### config.mk
export PLATFORM = sky130hd
export DESIGN_NAME = conv_enc_k5
export DESIGN_NICKNAME = d
export VERILOG_FILES = /design/src/rtl/conv_enc_pkg.sv /design/src/rtl/conv_enc_step.sv /design/src/rtl/conv_enc_tail.sv /design/src/rtl/conv_enc_k5.sv
export SDC_FILE = /design/constraint.sdc
export NUM_CORES = 1
export LEC_CHECK = 0
export BUFFER_PORTS_ARGS = -buffer_cell sky130_fd_sc_hd__buf_2
export CAP_MARGIN = 25
export CORE_UTILIZATION = 40
export DETAILED_ROUTE_END_ITERATION = 7
export PLACE_DENSITY = 0.71
export SYNTH_ARGS = -nofsm -noshare
export SYNTH_HDL_FRONTEND = slang
export SYNTH_HIERARCHICAL = 1
export SYNTH_SLANG_ARGS = --single-unit
### constraint.sdc
create_clock -name clk -period 4.67 [get_ports clk]
set_clock_uncertainty 0.15 [all_clocks]
set_input_delay 0.934 -clock clk [delete_from_list [all_inputs] [get_ports clk]]
set_output_delay 0.934 -clock clk [all_outputs]
set_load 0.005 [all_outputs]
### src/rtl/conv_enc_pkg.sv
package conv_enc_pkg;
  localparam int unsigned CE_K = 5;
  localparam logic [CE_K-1:0] CE_GEN_A = 5'o23;
  localparam logic [CE_K-1:0] CE_GEN_B = 5'o33;
endpackage

### src/rtl/conv_enc_step.sv
// One trellis step: coded pair and successor state for a given bit and state.
module conv_enc_step #(
  parameter int unsigned    K    = 5,
  parameter logic [K-1:0]   GEN_A = 5'o23,
  parameter logic [K-1:0]   GEN_B = 5'o33,
  localparam int unsigned   SW   = K - 1
) (
  input  logic          bit_i,
  input  logic [SW-1:0] cur_state,
  output logic [1:0]    pair,
  output logic [SW-1:0] next_state
);
  logic [K-1:0] window;

  always_comb begin
    // MSB of window is the current bit (D^0), LSB is the oldest bit (D^(K-1)).
    window     = {bit_i, cur_state};
    pair[1]    = ^(window & GEN_A);
    pair[0]    = ^(window & GEN_B);
    next_state = window[K-1:1];
  end
endmodule

### src/rtl/conv_enc_tail.sv
// Counts the zero tail steps that follow an end-of-frame handshake.
module conv_enc_tail #(
  parameter int unsigned  TAIL = 4,
  localparam int unsigned CW   = $clog2(TAIL + 1)
) (
  input  logic clk,
  input  logic rst_n,
  input  logic start_tail,
  output logic tail_active
);
  logic [CW-1:0] cnt_q, cnt_d;

  always_comb begin
    cnt_d = cnt_q;
    if (start_tail)
      cnt_d = CW'(TAIL);
    else if (cnt_q != '0)
      cnt_d = cnt_q - 1'b1;
  end

  always_ff @(posedge clk or negedge rst_n) begin
    if (!rst_n) cnt_q <= '0;
    else        cnt_q <= cnt_d;
  end

  assign tail_active = (cnt_q != '0);
endmodule

### src/rtl/conv_enc_k5.sv
module conv_enc_k5
  import conv_enc_pkg::*;
#(
  parameter int unsigned  K     = CE_K,
  parameter logic [K-1:0] GEN_A = CE_GEN_A,
  parameter logic [K-1:0] GEN_B = CE_GEN_B,
  localparam int unsigned SW    = K - 1
) (
  input  logic       clk,
  input  logic       rst_n,
  input  logic       in_valid,
  input  logic       in_bit,
  input  logic       frame_start,
  input  logic       frame_end,
  output logic       in_ready,
  output logic       out_valid,
  output logic [1:0] out_code
);
  logic          tail_active;
  logic          accept, step, clr, enc_bit;
  logic [SW-1:0] state_q, state_d, base_state, succ;
  logic [1:0]    pair, code_d;

  conv_enc_tail #(.TAIL(SW)) u_tail (
    .clk         (clk),
    .rst_n       (rst_n),
    .start_tail  (accept & frame_end),
    .tail_active (tail_active)
  );

  assign in_ready = ~tail_active;

  always_comb begin
    accept     = in_valid & in_ready;
    step       = accept | tail_active;
    clr        = frame_start & in_ready;
    enc_bit    = accept & in_bit;
    base_state = clr ? '0 : state_q;
  end

  conv_enc_step #(.K(K), .GEN_A(GEN_A), .GEN_B(GEN_B)) u_step (
    .bit_i      (enc_bit),
    .cur_state  (base_state),
    .pair       (pair),
    .next_state (succ)
  );

  always_comb begin
    state_d = base_state;
    code_d  = out_code;
    if (step) begin
      state_d = succ;
      code_d  = pair;
    end
  end

  always_ff @(posedge clk or negedge rst_n) begin
    if (!rst_n) begin
      state_q   <= '0;
      out_valid <= 1'b0;
      out_code  <= '0;
    end else begin
      state_q   <= state_d;
      out_valid <= step;
      out_code  <= code_d;
    end
  end
endmodule

# After elaboration in Yosys (flattened, before gate mapping)
# Index checks and enable logic that the tools add are counted.
# totals
reg_bits	10
input_bits	6
output_inout_bits	4
word_cells	19
# op_classes
addsub	1
mux	4
bitwise	6
reduce_logical	4
# op_table
op	n
parity 5 bit	2
2-to-1 mux 4 bit	2
2-to-1 mux 3 bit	2
bitwise AND 1 bit	4
nonzero test 3 bit	1
subtractor 3 x 1 -> 3 bit, second input constant	1
nonzero test 2 bit	1
inverter 1 bit	1
OR 1 bit	1

# Logic depth before layout (Yosys ltp)
# Gate-level depths: netlist of run 1.
# depth
ltp_word	5
mapped_depth	8

# Cells and area by module
# Netlist of run 1, hierarchy kept.
# modules_own_cells
module	n_inst	cells_per_inst	area_each_um2
conv_enc_k5	1	31	337.8
conv_enc_tail	1	16	177.7
conv_enc_step	1	8	72.6

# Least setup slack after synthesis of run 1
# Ideal clock, no wire load.
# synth_path
path_type	input port to flip-flop
from	input frame_start
to	register out_code[0]
arrival_time_ns	1.701
path_slack_ns	2.694
stages	5
n_path_buf	0
cell_sequence	nand2b_1 > and2_1 > xnor2_2 > xnor2_1 > mux2_4
# synth_between
elab_chain_len	3
# synth_lines
item	line	text
start, declared	conv_enc_k5.sv:13	input logic frame_start,
bitwise AND 1 bit	conv_enc_k5.sv:36	clr = frame_start & in_ready;
2-to-1 mux 4 bit	conv_enc_k5.sv:38	base_state = clr ? '0 : state_q;
via base_state[1]	conv_enc_k5.sv:21	logic [SW-1:0] state_q, state_d, base_state, succ;
parity 5 bit	conv_enc_step.sv:19	pair[0] = ^(window & GEN_B);
via pair[0]	conv_enc_k5.sv:22	logic [1:0] pair, code_d;
end signal, assigned	conv_enc_k5.sv:65	out_code <= code_d;
end, declared	conv_enc_k5.sv:17	output logic [1:0] out_code
# The timed path passes the listed nets, and every way through them passes these cells.
# A chain may end at the register's enable or synchronous reset.

# Worst setup path after layout of run 1
# layout_path
from	register u_tail.cnt_q[0]
to	output in_ready
# layout_between
elab_chain_len	2
# layout_lines
item	line	text
start, declared	conv_enc_tail.sv:11	logic [CW-1:0] cnt_q, cnt_d;
start signal, assigned	conv_enc_tail.sv:23	else cnt_q <= cnt_d;
nonzero test 3 bit	conv_enc_tail.sv:26	assign tail_active = (cnt_q != '0);
via tail_active	conv_enc_k5.sv:19	logic tail_active;
inverter 1 bit	conv_enc_k5.sv:31	assign in_ready = ~tail_active;
end, declared	conv_enc_k5.sv:15	output logic in_ready,
# The timed path passes the listed nets, and every way through them passes these cells.

==> impl_metrics.py, run 1 <==
metrics = {
    "outcome": {
        "status": "finished, final reports clean",
    },
    "global_route": {
        "grt_max_degree": 11,
        "grt_pass1_vias": 339,
        "track_usage_pct": 14.1,
        "grt.overflow.total": 0,
        "grt_pass1_wl_um": 1410,
        "antenna_found_initial": 0,
    },
    "routing": {
        "wl_um": 959,
        "vias": 396,
        "drtIter0Drc": 10,
        "drtAntennaViolNets": 0,
        "wl_per_cell_um": 12.3,
        "post_drt_via_cell_ratio": 5.08,
        "drcViolationCount": 0,
        "drt_first_pass_iters": 4,
    },
    "finish": {
        "final_nets": 72,
        "final_common_cell": "dfrtp_1",
        "diodes": 0,
        "fin_util_pct": 48.5,
        "drive_gt1_share_pct": 31.7,
        "syn_to_final_growth_pct": 10.0,
        "final_cell_mix": "dfrtp_1, buf_2, o21ai_0",
    },
    "logic_synthesis": {
        "synth-edff-count": 0,
        "synth.distinct_cells": 23,
        "yosysSeqAreaShare_pct": 42.6,
        "synth_nets": 63,
        "dominantRegCellSynth": "dfrtp_1",
        "yosys_warnings": 6,
        "yosysTopAreaCell": "dfrtp_1",
        "synth.avg_cell_area_um2": 10.7,
        "synth_area_um2": 588,
        "synthArstFlopShare_pct": 100,
        "synth_area_leaders": "dfrtp_1, o21ai_0, nand2b_1",
        "netlist.area_leader.share_pct": 42.6,
        "syn-instance-count": 55,
        "synth-seq-cells": 10,
    },
    "die": {
        "die_h_um": 40.3,
        "initial_core_util_pct": 44.1,
        "core_um2": 1330,
        "rows": 13,
        "num_io_pins": 10,
        "die_x_um": 40.3,
        "dieArea_um2": 1630,
    },
    "sta": {
        "relSlewSlack_pct": 81.6,
        "min_period_ps": 2360,
        "fin_setup_tns_ps": 0,
        "max_freq_ghz": 0.424,
        "worst_pin_slew_ps": 276,
        "final_max_slew_viol_count": 0,
        "layout_setup_ws_ps": 2310,
        "hold_viol_final": 0,
        "setup_viol": 0,
        "rsz0062_at_grt": "false",
        "fin_crit_sh_pct": 50.5,
    },
    "power_and_ir_drop": {
        "vdd_ir_drop_max_mv": 0.219,
        "powerDensity_nw_per_um2": 545,
        "leakage_nw": 0.323,
    },
    "clocking": {
        "cts.clk_slew.worst_paths_ps": 70,
        "hold_buffers": 0,
        "cts_setup_buffers": 0,
        "cts_tree": "done",
        "cts.sinks": 10,
        "clkLatencyLatePin_ps": 260,
        "root_buffer": "clkbuf_4",
        "numCtsBuffers": 3,
        "clock_path_buffers": 2,
        "cts_resized": 0,
        "htree_num_levels": 1,
    },
    "placement": {
        "io_buffers": 9,
        "pre_cts_ws_ps": 2520,
        "gp_congestion": 0.709,
    },
    "setup_path": {
        "critPathMaxFanout": 9,
        "startpoint_type": "register",
        "cp-end-kind": "output pin",
        "critPathArrivalTime_ps": 1270,
        "crit_type": "reg -> out",
        "required_ps": 3590,
    },
    "worst_hold_path": {
        "hold_path.class": "reg -> reg",
    },
    "run": {
        "drv_cap": 0,
    },
}
-- registers in the layout, indices dropped and copies added (netlist names) --
name          flops
state_q           4
u_tail/cnt_q      3
out_valid         1
out_code          2
-- per-stage QoR --
step | instances | power, mW | hold WS [ps] | area, um^2
finish | 78 | 0.352 | 358 | 647
global route | 78 | 0.382 | 372 | 647
global placement | 74 | 0.271 | 345 | 611
detailed placement | 74 | 0.276 | 345 | 611
CTS | 78 | 0.359 | 365 | 647
floorplan | 55 | 0.249 | 348 | 588
-- Yosys cell counts, types with 2 or more instances --
library cell and number:
inv_1 3, ha_1 2, o21ai_0 7, and2_1 4, nand2b_1 5, nor2_1 2
and3_2 2, dfrtp_1 10, mux2_4 2, buf_4 4, xnor2_1 2
-- final cells by class --
cell class,instances,area (um^2)
fillers,132,687
multi-input cells,37,285
flip-flops and latches,10,250
repair buffers,9,45.0
clock buffers,4,36.3
well taps,15,18.8
inverters,3,11.3
-- routing by layer --
metal  wire [um]  vias to the layer above  GRT usage (%)
li1            -                      194              -
met2         454                       10           20.6
met3          37                        2           5.00
met5           0                        -              0
met4           9                        0           10.0
met1         457                      190           16.9
-- kinds of logic after synthesis --
group | Yosys count | share of synthesized area (%)
flops | 10 | 42.6
compound gates | 10 | 9.57
fa+ha+maj | 2 | 4.25
mux | 3 | 7.02
simple gates | 18 | 20.4
buf+inv | 8 | 8.94
xor+xnor | 4 | 7.24
-- where the power goes --
group          internal (mW)  switching [mW]  leakage [nW]
combinational         0.0774          0.0663         0.175
clock                 0.0473          0.0309        0.0210
sequential             0.115          0.0152         0.127
-- worst max-delay path, stage by stage (launching register included) --
cell	delay, ps
dfrtp_1	380
inv_1	80
ha_1	230
nand2b_4	110
inv_1	90
buf_2	110
-- path summary, 6_finish.rpt --
check,start,end,slack [ps],cells after the start
worst max-delay path,u_tail/cnt_q[0]$_DFFE_PN0P_,in_ready,2310,5
worst min-delay path,out_code[0]$_DFFE_PN0P_,out_code[0]$_DFFE_PN0P_,360,1
worst max register to register,u_tail/cnt_q[0]$_DFFE_PN0P_,out_code[1]$_DFFE_PN0P_,2660,8
worst min register to register,out_code[0]$_DFFE_PN0P_,out_code[0]$_DFFE_PN0P_,360,1
max in group asynchronous,rst_n,out_code[0]$_DFFE_PN0P_,3810,1
min in group asynchronous,rst_n,out_code[1]$_DFFE_PN0P_,370,1
No activity file was read; power rests on OpenSTA's default activity.
==> run 2: changes to the inputs <==
--- a/config.mk
+++ b/config.mk
@@ -5,6 +5,7 @@
 export SDC_FILE = /design/constraint.sdc
 export NUM_CORES = 1
 export LEC_CHECK = 0
+export ABC_AREA = 1
 export BUFFER_PORTS_ARGS = -buffer_cell sky130_fd_sc_hd__buf_2
 export CAP_MARGIN = 25
 export CORE_UTILIZATION = 40
==> constraint.sdc (replaced) <==
create_clock -name clk -period 2.2 [get_ports clk]
set_clock_uncertainty 0.15 [all_clocks]
set_input_delay 0.44 -clock clk [delete_from_list [all_inputs] [get_ports clk]]
set_output_delay 0.44 -clock clk [all_outputs]
set_load 0.005 [all_outputs]
==> run 2 against run 1 <==
- area after synthesis rose by 2.3%
- flip-flop and latch count did not move
- die area rose by 2.2%
- worst hold slack got worse by 31 ps
- via count rose by 23%
- synthesized cell count rose by 40%
- total power rose by 110%
- first-iteration DRC count fell by 20%
- routed wire length rose by 7.4%
- cell count rose by 29%
- critical path depth rose by 7
==> impl_metrics.py, run 2 <==
metrics = {
    "logic_synthesis": {
        "yosys_warnings": 6,
        "synth.avg_cell_area_um2": 7.82,
        "synth-edff-count": 0,
        "netlist.area_leader.share_pct": 41.6,
        "syn-instance-count": 77,
        "synth-seq-cells": 10,
        "synth_nets": 85,
        "yosysMostFrequentCell": "nand2_1",
        "yosysTopAreaCell": "dfrtp_1",
        "synthArstFlopShare_pct": 100,
        "synth_area_leaders": "dfrtp_1, nand2_1, nand3_1",
        "yosysSeqAreaShare_pct": 41.6,
        "netlist_top_cells_count": "nand2_1, nand3_1, dfrtp_1",
        "synth_area_um2": 602,
        "synth.distinct_cells": 16,
        "dominantRegCellSynth": "dfrtp_1",
    },
    "setup_path": {
        "cp-end-kind": "register",
        "required_ps": 2190,
        "ff2ff_path_depth": 12,
        "critical-path-top-cell-by-count": "nand2_1",
        "crit_type": "reg -> reg",
        "cp_cell_sequence": "inv_1, ha_1, nand2_2, inv_2, a21boi_1, inv_1, nand2_1, nand3_1, nand3_1, nand2_1, nand2_1, nand2_1",
        "startpoint_type": "register",
        "critPathMaxFanout": 8,
        "worst_path_largest_cell_delay_ps": 350,
        "critPathArrivalTime_ps": 1960,
        "critPathSlowestCell": "dfrtp_1",
    },
    "finish": {
        "final_nets": 96,
        "fin_util_pct": 49.5,
        "register_area_um2": 250,
        "largest-register": "state_q",
        "multi_input_area_um2": 278,
        "largest_register_ffs": 4,
        "fill_cells": 129,
        "top_regs": "state_q: 4 flops, u_tail/cnt_q: 3 flops, out_code: 2 flops",
        "diodes": 0,
        "drive_gt1_share_pct": 24.4,
        "syn_to_final_growth_pct": 11.0,
        "final_common_cell": "nand2_1",
        "finalInstanceArea_um2": 668,
        "final_cell_mix": "nand2_1, nand3_1, dfrtp_1",
    },
    "outcome": {
        "status": "finished, final reports clean",
    },
    "sta": {
        "fin_hold_ws_ps": 327,
        "relSlewSlack_pct": 80.7,
        "worst_pin_slew_ps": 289,
        "setup_viol": 0,
        "final_max_slew_viol_count": 0,
        "hold_viol_final": 0,
        "rsz0062_at_grt": "false",
        "min_period_ps": 1970,
        "layout_setup_ws_ps": 231,
        "fin_crit_sh_pct": 89.5,
        "max_freq_ghz": 0.508,
        "fin_setup_tns_ps": 0,
    },
    "clocking": {
        "clkLatencyLatePin_ps": 250,
        "numCtsBuffers": 3,
        "htree_num_levels": 1,
        "cts.clk_slew.worst_paths_ps": 60,
        "clock_path_buffers": 2,
        "cts.sinks": 10,
        "cts_tree": "done",
        "root_buffer": "clkbuf_4",
        "cts_resized": 0,
    },
    "die": {
        "rows": 13,
        "die_h_um": 40.8,
        "initial_core_util_pct": 44.6,
        "die_x_um": 40.8,
        "num_io_pins": 10,
        "core_um2": 1350,
        "dieArea_um2": 1660,
    },
    "routing": {
        "drt_first_pass_iters": 3,
        "post_drt_via_cell_ratio": 4.83,
        "drtIter0Drc": 8,
        "drtAntennaViolNets": 0,
        "vias": 488,
        "wl_per_cell_um": 10.2,
        "drcViolationCount": 0,
        "wl_um": 1030,
    },
    "global_route": {
        "grt_pass1_wl_um": 1670,
        "antenna_found_initial": 0,
        "grt_max_degree": 11,
        "grt_pass1_vias": 410,
        "grt.overflow.total": 0,
        "track_usage_pct": 16.0,
    },
    "power_and_ir_drop": {
        "vdd_ir_drop_max_mv": 0.493,
        "powerDensity_nw_per_um2": 1130,
        "leakage_nw": 0.374,
    },
    "placement": {
        "dpl-instance-area_um2": 636,
        "gp_congestion": 0.767,
        "dp.final_hpwl_um": 813,
        "io_buffers": 9,
        "pre_cts_ws_ps": 250,
    },
    "run": {
        "drv_cap": 0,
    },
    "worst_hold_path": {
        "hold_path.class": "reg -> reg",
        "holdPathStages": 2,
    },
}
## run 2: critical path: cells and delay by family (launching register included)
family / cells / cell delay, ps
AND/OR/NAND/NOR: 7 / 570
buffers and inverters: 3 / 260
flip-flops: 1 / 350
adder cells (fa/ha/maj): 1 / 250
AO/OA/AOI/OAI: 1 / 260
## run 2: report_power, final
part / total (mW) / internal (mW) / switching, mW
sequential: 0.276 / 0.246 / 0.0299
combinational: 0.363 / 0.133 / 0.230
clock: 0.116 / 0.0627 / 0.0530
## run 2: path summary, 6_finish.rpt
path,slack (ps),end,startpoint
setup / recovery,230,out_code[0]$_DFFE_PN0P_,u_tail/cnt_q[0]$_DFFE_PN0P_
hold / removal,330,out_code[1]$_DFFE_PN0P_,out_code[1]$_DFFE_PN0P_
setup reg to reg,230,out_code[0]$_DFFE_PN0P_,u_tail/cnt_q[0]$_DFFE_PN0P_
hold reg to reg,330,out_code[1]$_DFFE_PN0P_,out_code[1]$_DFFE_PN0P_
max in group asynchronous,1300,u_tail/cnt_q[0]$_DFFE_PN0P_,rst_n
min in group asynchronous,420,out_valid$_DFF_PN0_,rst_n
## run 2: metrics by stage
| step | power, mW | std cells |
|---|---|---|
| after floorplan | 0.555 | 77 |
| after global placement | 0.626 | 97 |
| after detailed placement | 0.639 | 97 |
| after CTS | 0.763 | 101 |
| after global routing | 0.832 | 101 |
| final | 0.754 | 101 |
## run 2: cells by family (layout without fill, tap and decap cells)
family / Yosys count / count (layout) / share of synthesized area [%]
buffers and inverters: 15 / 24 / 12.3
DFF: 10 / 10 / 41.6
adders and majority gates: 2 / 2 / 4.16
and+or+nand+nor: 46 / 46 / 37.0
AOI/OAI and AO/OA: 4 / 4 / 4.99
## run 2: timing repair
item	4_1_cts	5_1_grt
hold endpoints to repair	10	0
buffers inserted	0	0
hold buffers	1	0
## run 2: cell type report
type / instances / share of cell area [%]
inverters: 11 / 6.55
clock buffers: 3 / 3.37
multi-input cells: 52 / 41.6
flip-flops and latches: 10 / 37.5
well taps: 15 / 2.81
repair buffers: 10 / 8.24
## run 2: metal layers
layer  global-route usage, %  up-vias  part of all wire, %
li1                        -      262                    -
met4                    12.5        0                  1.1
met2                    21.5        9                   44
met1                    22.9      215                   52
met3                    1.63        2                  3.1
met5                       0        -                    0
==> run 3: changes to the inputs <==
--- a/config.mk
+++ b/config.mk
@@ -6,11 +6,11 @@
 export NUM_CORES = 1
 export LEC_CHECK = 0
 export ABC_AREA = 1
-export BUFFER_PORTS_ARGS = -buffer_cell sky130_fd_sc_hd__buf_2
 export CAP_MARGIN = 25
 export CORE_UTILIZATION = 40
 export DETAILED_ROUTE_END_ITERATION = 7
-export PLACE_DENSITY = 0.71
+export DONT_BUFFER_PORTS = 1
+export PLACE_DENSITY = 0.65
 export SYNTH_ARGS = -nofsm -noshare
 export SYNTH_HDL_FRONTEND = slang
 export SYNTH_HIERARCHICAL = 1
==> run 3 against run 2 <==
- routed wire length decreased by 1.7%
- via count decreased by 7.2%
- maximum frequency increased by 0.76%
- non-clock buffer count decreased by 9
- cell count decreased by 7.9%
- critical path type unchanged
- largest cell class unchanged
==> impl_metrics.py, run 3 (same netlist as run 2, synthesis figures left out) <==
metrics = {
    "outcome": {
        "status": "finished, final reports clean",
    },
    "setup_path": {
        "r2r_slack_ps": 250,
        "path_buf_inv": 3,
        "rr_endpoint": "out_code[0]$_DFFE_PN0P_",
        "endpoint": "out_code[0]$_DFFE_PN0P_",
        "critPathArrivalTime_ps": 1970,
        "critPathSlowestCell": "dfrtp_1",
        "critPathLaunch": "u_tail/cnt_q[0]$_DFFE_PN0P_",
        "cp_cell_sequence": "inv_1, ha_1, nand2_2, inv_2, a21boi_1, inv_1, nand2_1, nand3_1, nand3_1, nand2_1, nand2_1, nand2_1",
        "worst_path_largest_cell_delay_ps": 360,
        "cp_top_family": "simple AND/OR/NAND/NOR gates",
        "required_ps": 2210,
        "crit_type": "reg -> reg",
        "critical-path-top-cell-by-count": "nand2_1",
        "ff2ff_path_depth": 12,
        "cp_num_cells": 12,
        "cp-end-kind": "register",
        "startpoint_type": "register",
        "crit-reg2reg-launch": "u_tail/cnt_q[0]$_DFFE_PN0P_",
        "critPathMaxFanout": 8,
    },
    "finish": {
        "final_common_cell": "nand2_1",
        "top_regs": "state_q: 4 flops, u_tail/cnt_q: 3 flops, out_code: 2 flops",
        "final_cell_mix": "nand2_1, nand3_1, dfrtp_1",
        "largest_register_ffs": 4,
        "largest-register": "state_q",
        "final_nets": 87,
        "drive_gt1_share_pct": 16.7,
        "finalInstanceArea_um2": 637,
        "register_area_um2": 250,
        "diodes": 0,
        "multi_input_area_um2": 278,
        "fill_cells": 133,
        "syn_to_final_growth_pct": 5.82,
    },
    "global_route": {
        "grt.overflow.total": 0,
        "antenna_found_initial": 0,
        "grt_pass1_wl_um": 1380,
        "grt_pass1_vias": 339,
        "grt_max_degree": 11,
        "track_usage_pct": 13.1,
    },
    "power_and_ir_drop": {
        "p_total_mw": 0.763,
        "powerDensity_nw_per_um2": 1200,
        "leakage_nw": 0.344,
        "vdd_ir_drop_max_mv": 0.412,
    },
    "worst_hold_path": {
        "hold_path.class": "in -> reg",
    },
    "routing": {
        "drcViolationCount": 0,
        "post_drt_via_cell_ratio": 4.87,
        "drtAntennaViolNets": 0,
        "wl_um": 1010,
        "vias": 453,
        "drtIter0Drc": 8,
        "wl_per_cell_um": 10.9,
        "drt_first_pass_iters": 4,
    },
    "sta": {
        "setup_viol": 0,
        "hold_viol_final": 0,
        "max_freq_ghz": 0.512,
        "fin_crit_sh_pct": 88.8,
        "fin_setup_tns_ps": 0,
        "min_period_ps": 1950,
        "final_max_slew_viol_count": 0,
        "relSlewSlack_pct": 68.9,
        "rsz0062_at_grt": "false",
        "worst_pin_slew_ps": 465,
    },
    "clocking": {
        "clkLatencyLatePin_ps": 270,
        "numCtsBuffers": 3,
        "htree_num_levels": 1,
        "clock_path_buffers": 2,
        "cts.clk_slew.worst_paths_ps": 70,
        "root_buffer": "clkbuf_4",
        "cts.sinks": 10,
        "cts_setup_buffers": 0,
        "cts_tree": "done",
    },
    "die": {
        "core_um2": 1350,
        "num_io_pins": 10,
        "die_x_um": 40.8,
        "die_h_um": 40.8,
        "dieArea_um2": 1660,
        "rows": 13,
        "initial_core_util_pct": 44.6,
    },
    "placement": {
        "dpl-instance-area_um2": 591,
        "gp_congestion": 0.698,
        "io_buffers": 0,
        "dp.final_hpwl_um": 796,
    },
    "run": {
        "drv_cap": 0,
    },
}
-- run 3: worst min path at each step --
stage | from | endpoint | cells past startpoint
after global placement | rst_n | state_q[0]$_DFF_PN0_ | 0
after CTS | in_valid | out_valid$_DFF_PN0_ | 2
after floorplan | rst_n | out_code[0]$_DFFE_PN0P_ | 0
after global routing | in_valid | out_valid$_DFF_PN0_ | 2
after detailed placement | rst_n | u_tail/cnt_q[0]$_DFFE_PN0P_ | 0
final | in_valid | out_valid$_DFF_PN0_ | 2
-- run 3: final cells by class --
cell class | instances | area share [%]
clock buffer | 4 | 5.70
inverter | 11 | 6.88
sequential | 10 | 39.3
timing repair buffer | 1 | 1.57
multi-input combinational | 52 | 43.6
tap | 15 | 2.95
-- run 3: worst register-to-register path, delay by kind of cell (launching register included) --
kind / cells / cell delay (ps)
fa+ha+maj: 1 / 250
compound gates: 1 / 270
buf+inv: 3 / 270
simple gates: 7 / 570
flops: 1 / 360
-- run 3: through the flow --
stage	util [%]	setup slack [ps]	cells	hold WS, ps
floorplan	-	448	77	-5.59
global placement	43.7	291	88	-5.33
detailed placement	43.7	247	88	-5.31
CTS	47.2	232	93	168
global route	47.2	56.5	93	175
finish	47.2	246	93	179
-- run 3: power breakdown --
group | leakage (nW) | switching (mW) | internal [mW] | total, mW
registers | 0.128 | 0.0337 | 0.246 | 0.280
clock network | 0.0210 | 0.0631 | 0.100 | 0.164
logic | 0.195 | 0.206 | 0.113 | 0.320
total | 0.344 | 0.303 | 0.459 | 0.763
-- run 3: what timing repair did --
action                                 CTS  global route
hold buffers                             1             0
endpoints found under the hold margin   10             0
gates resized for setup                  0             0
-- run 3: metal layers --
metal  global-route usage [%]  vias up  routed length, um
met5                        0        -                  0
met4                     7.50        0                  0
met3                     4.89        0                 41
met2                     16.4       11                437
met1                     18.6      195                533
li1                         -      247                  -
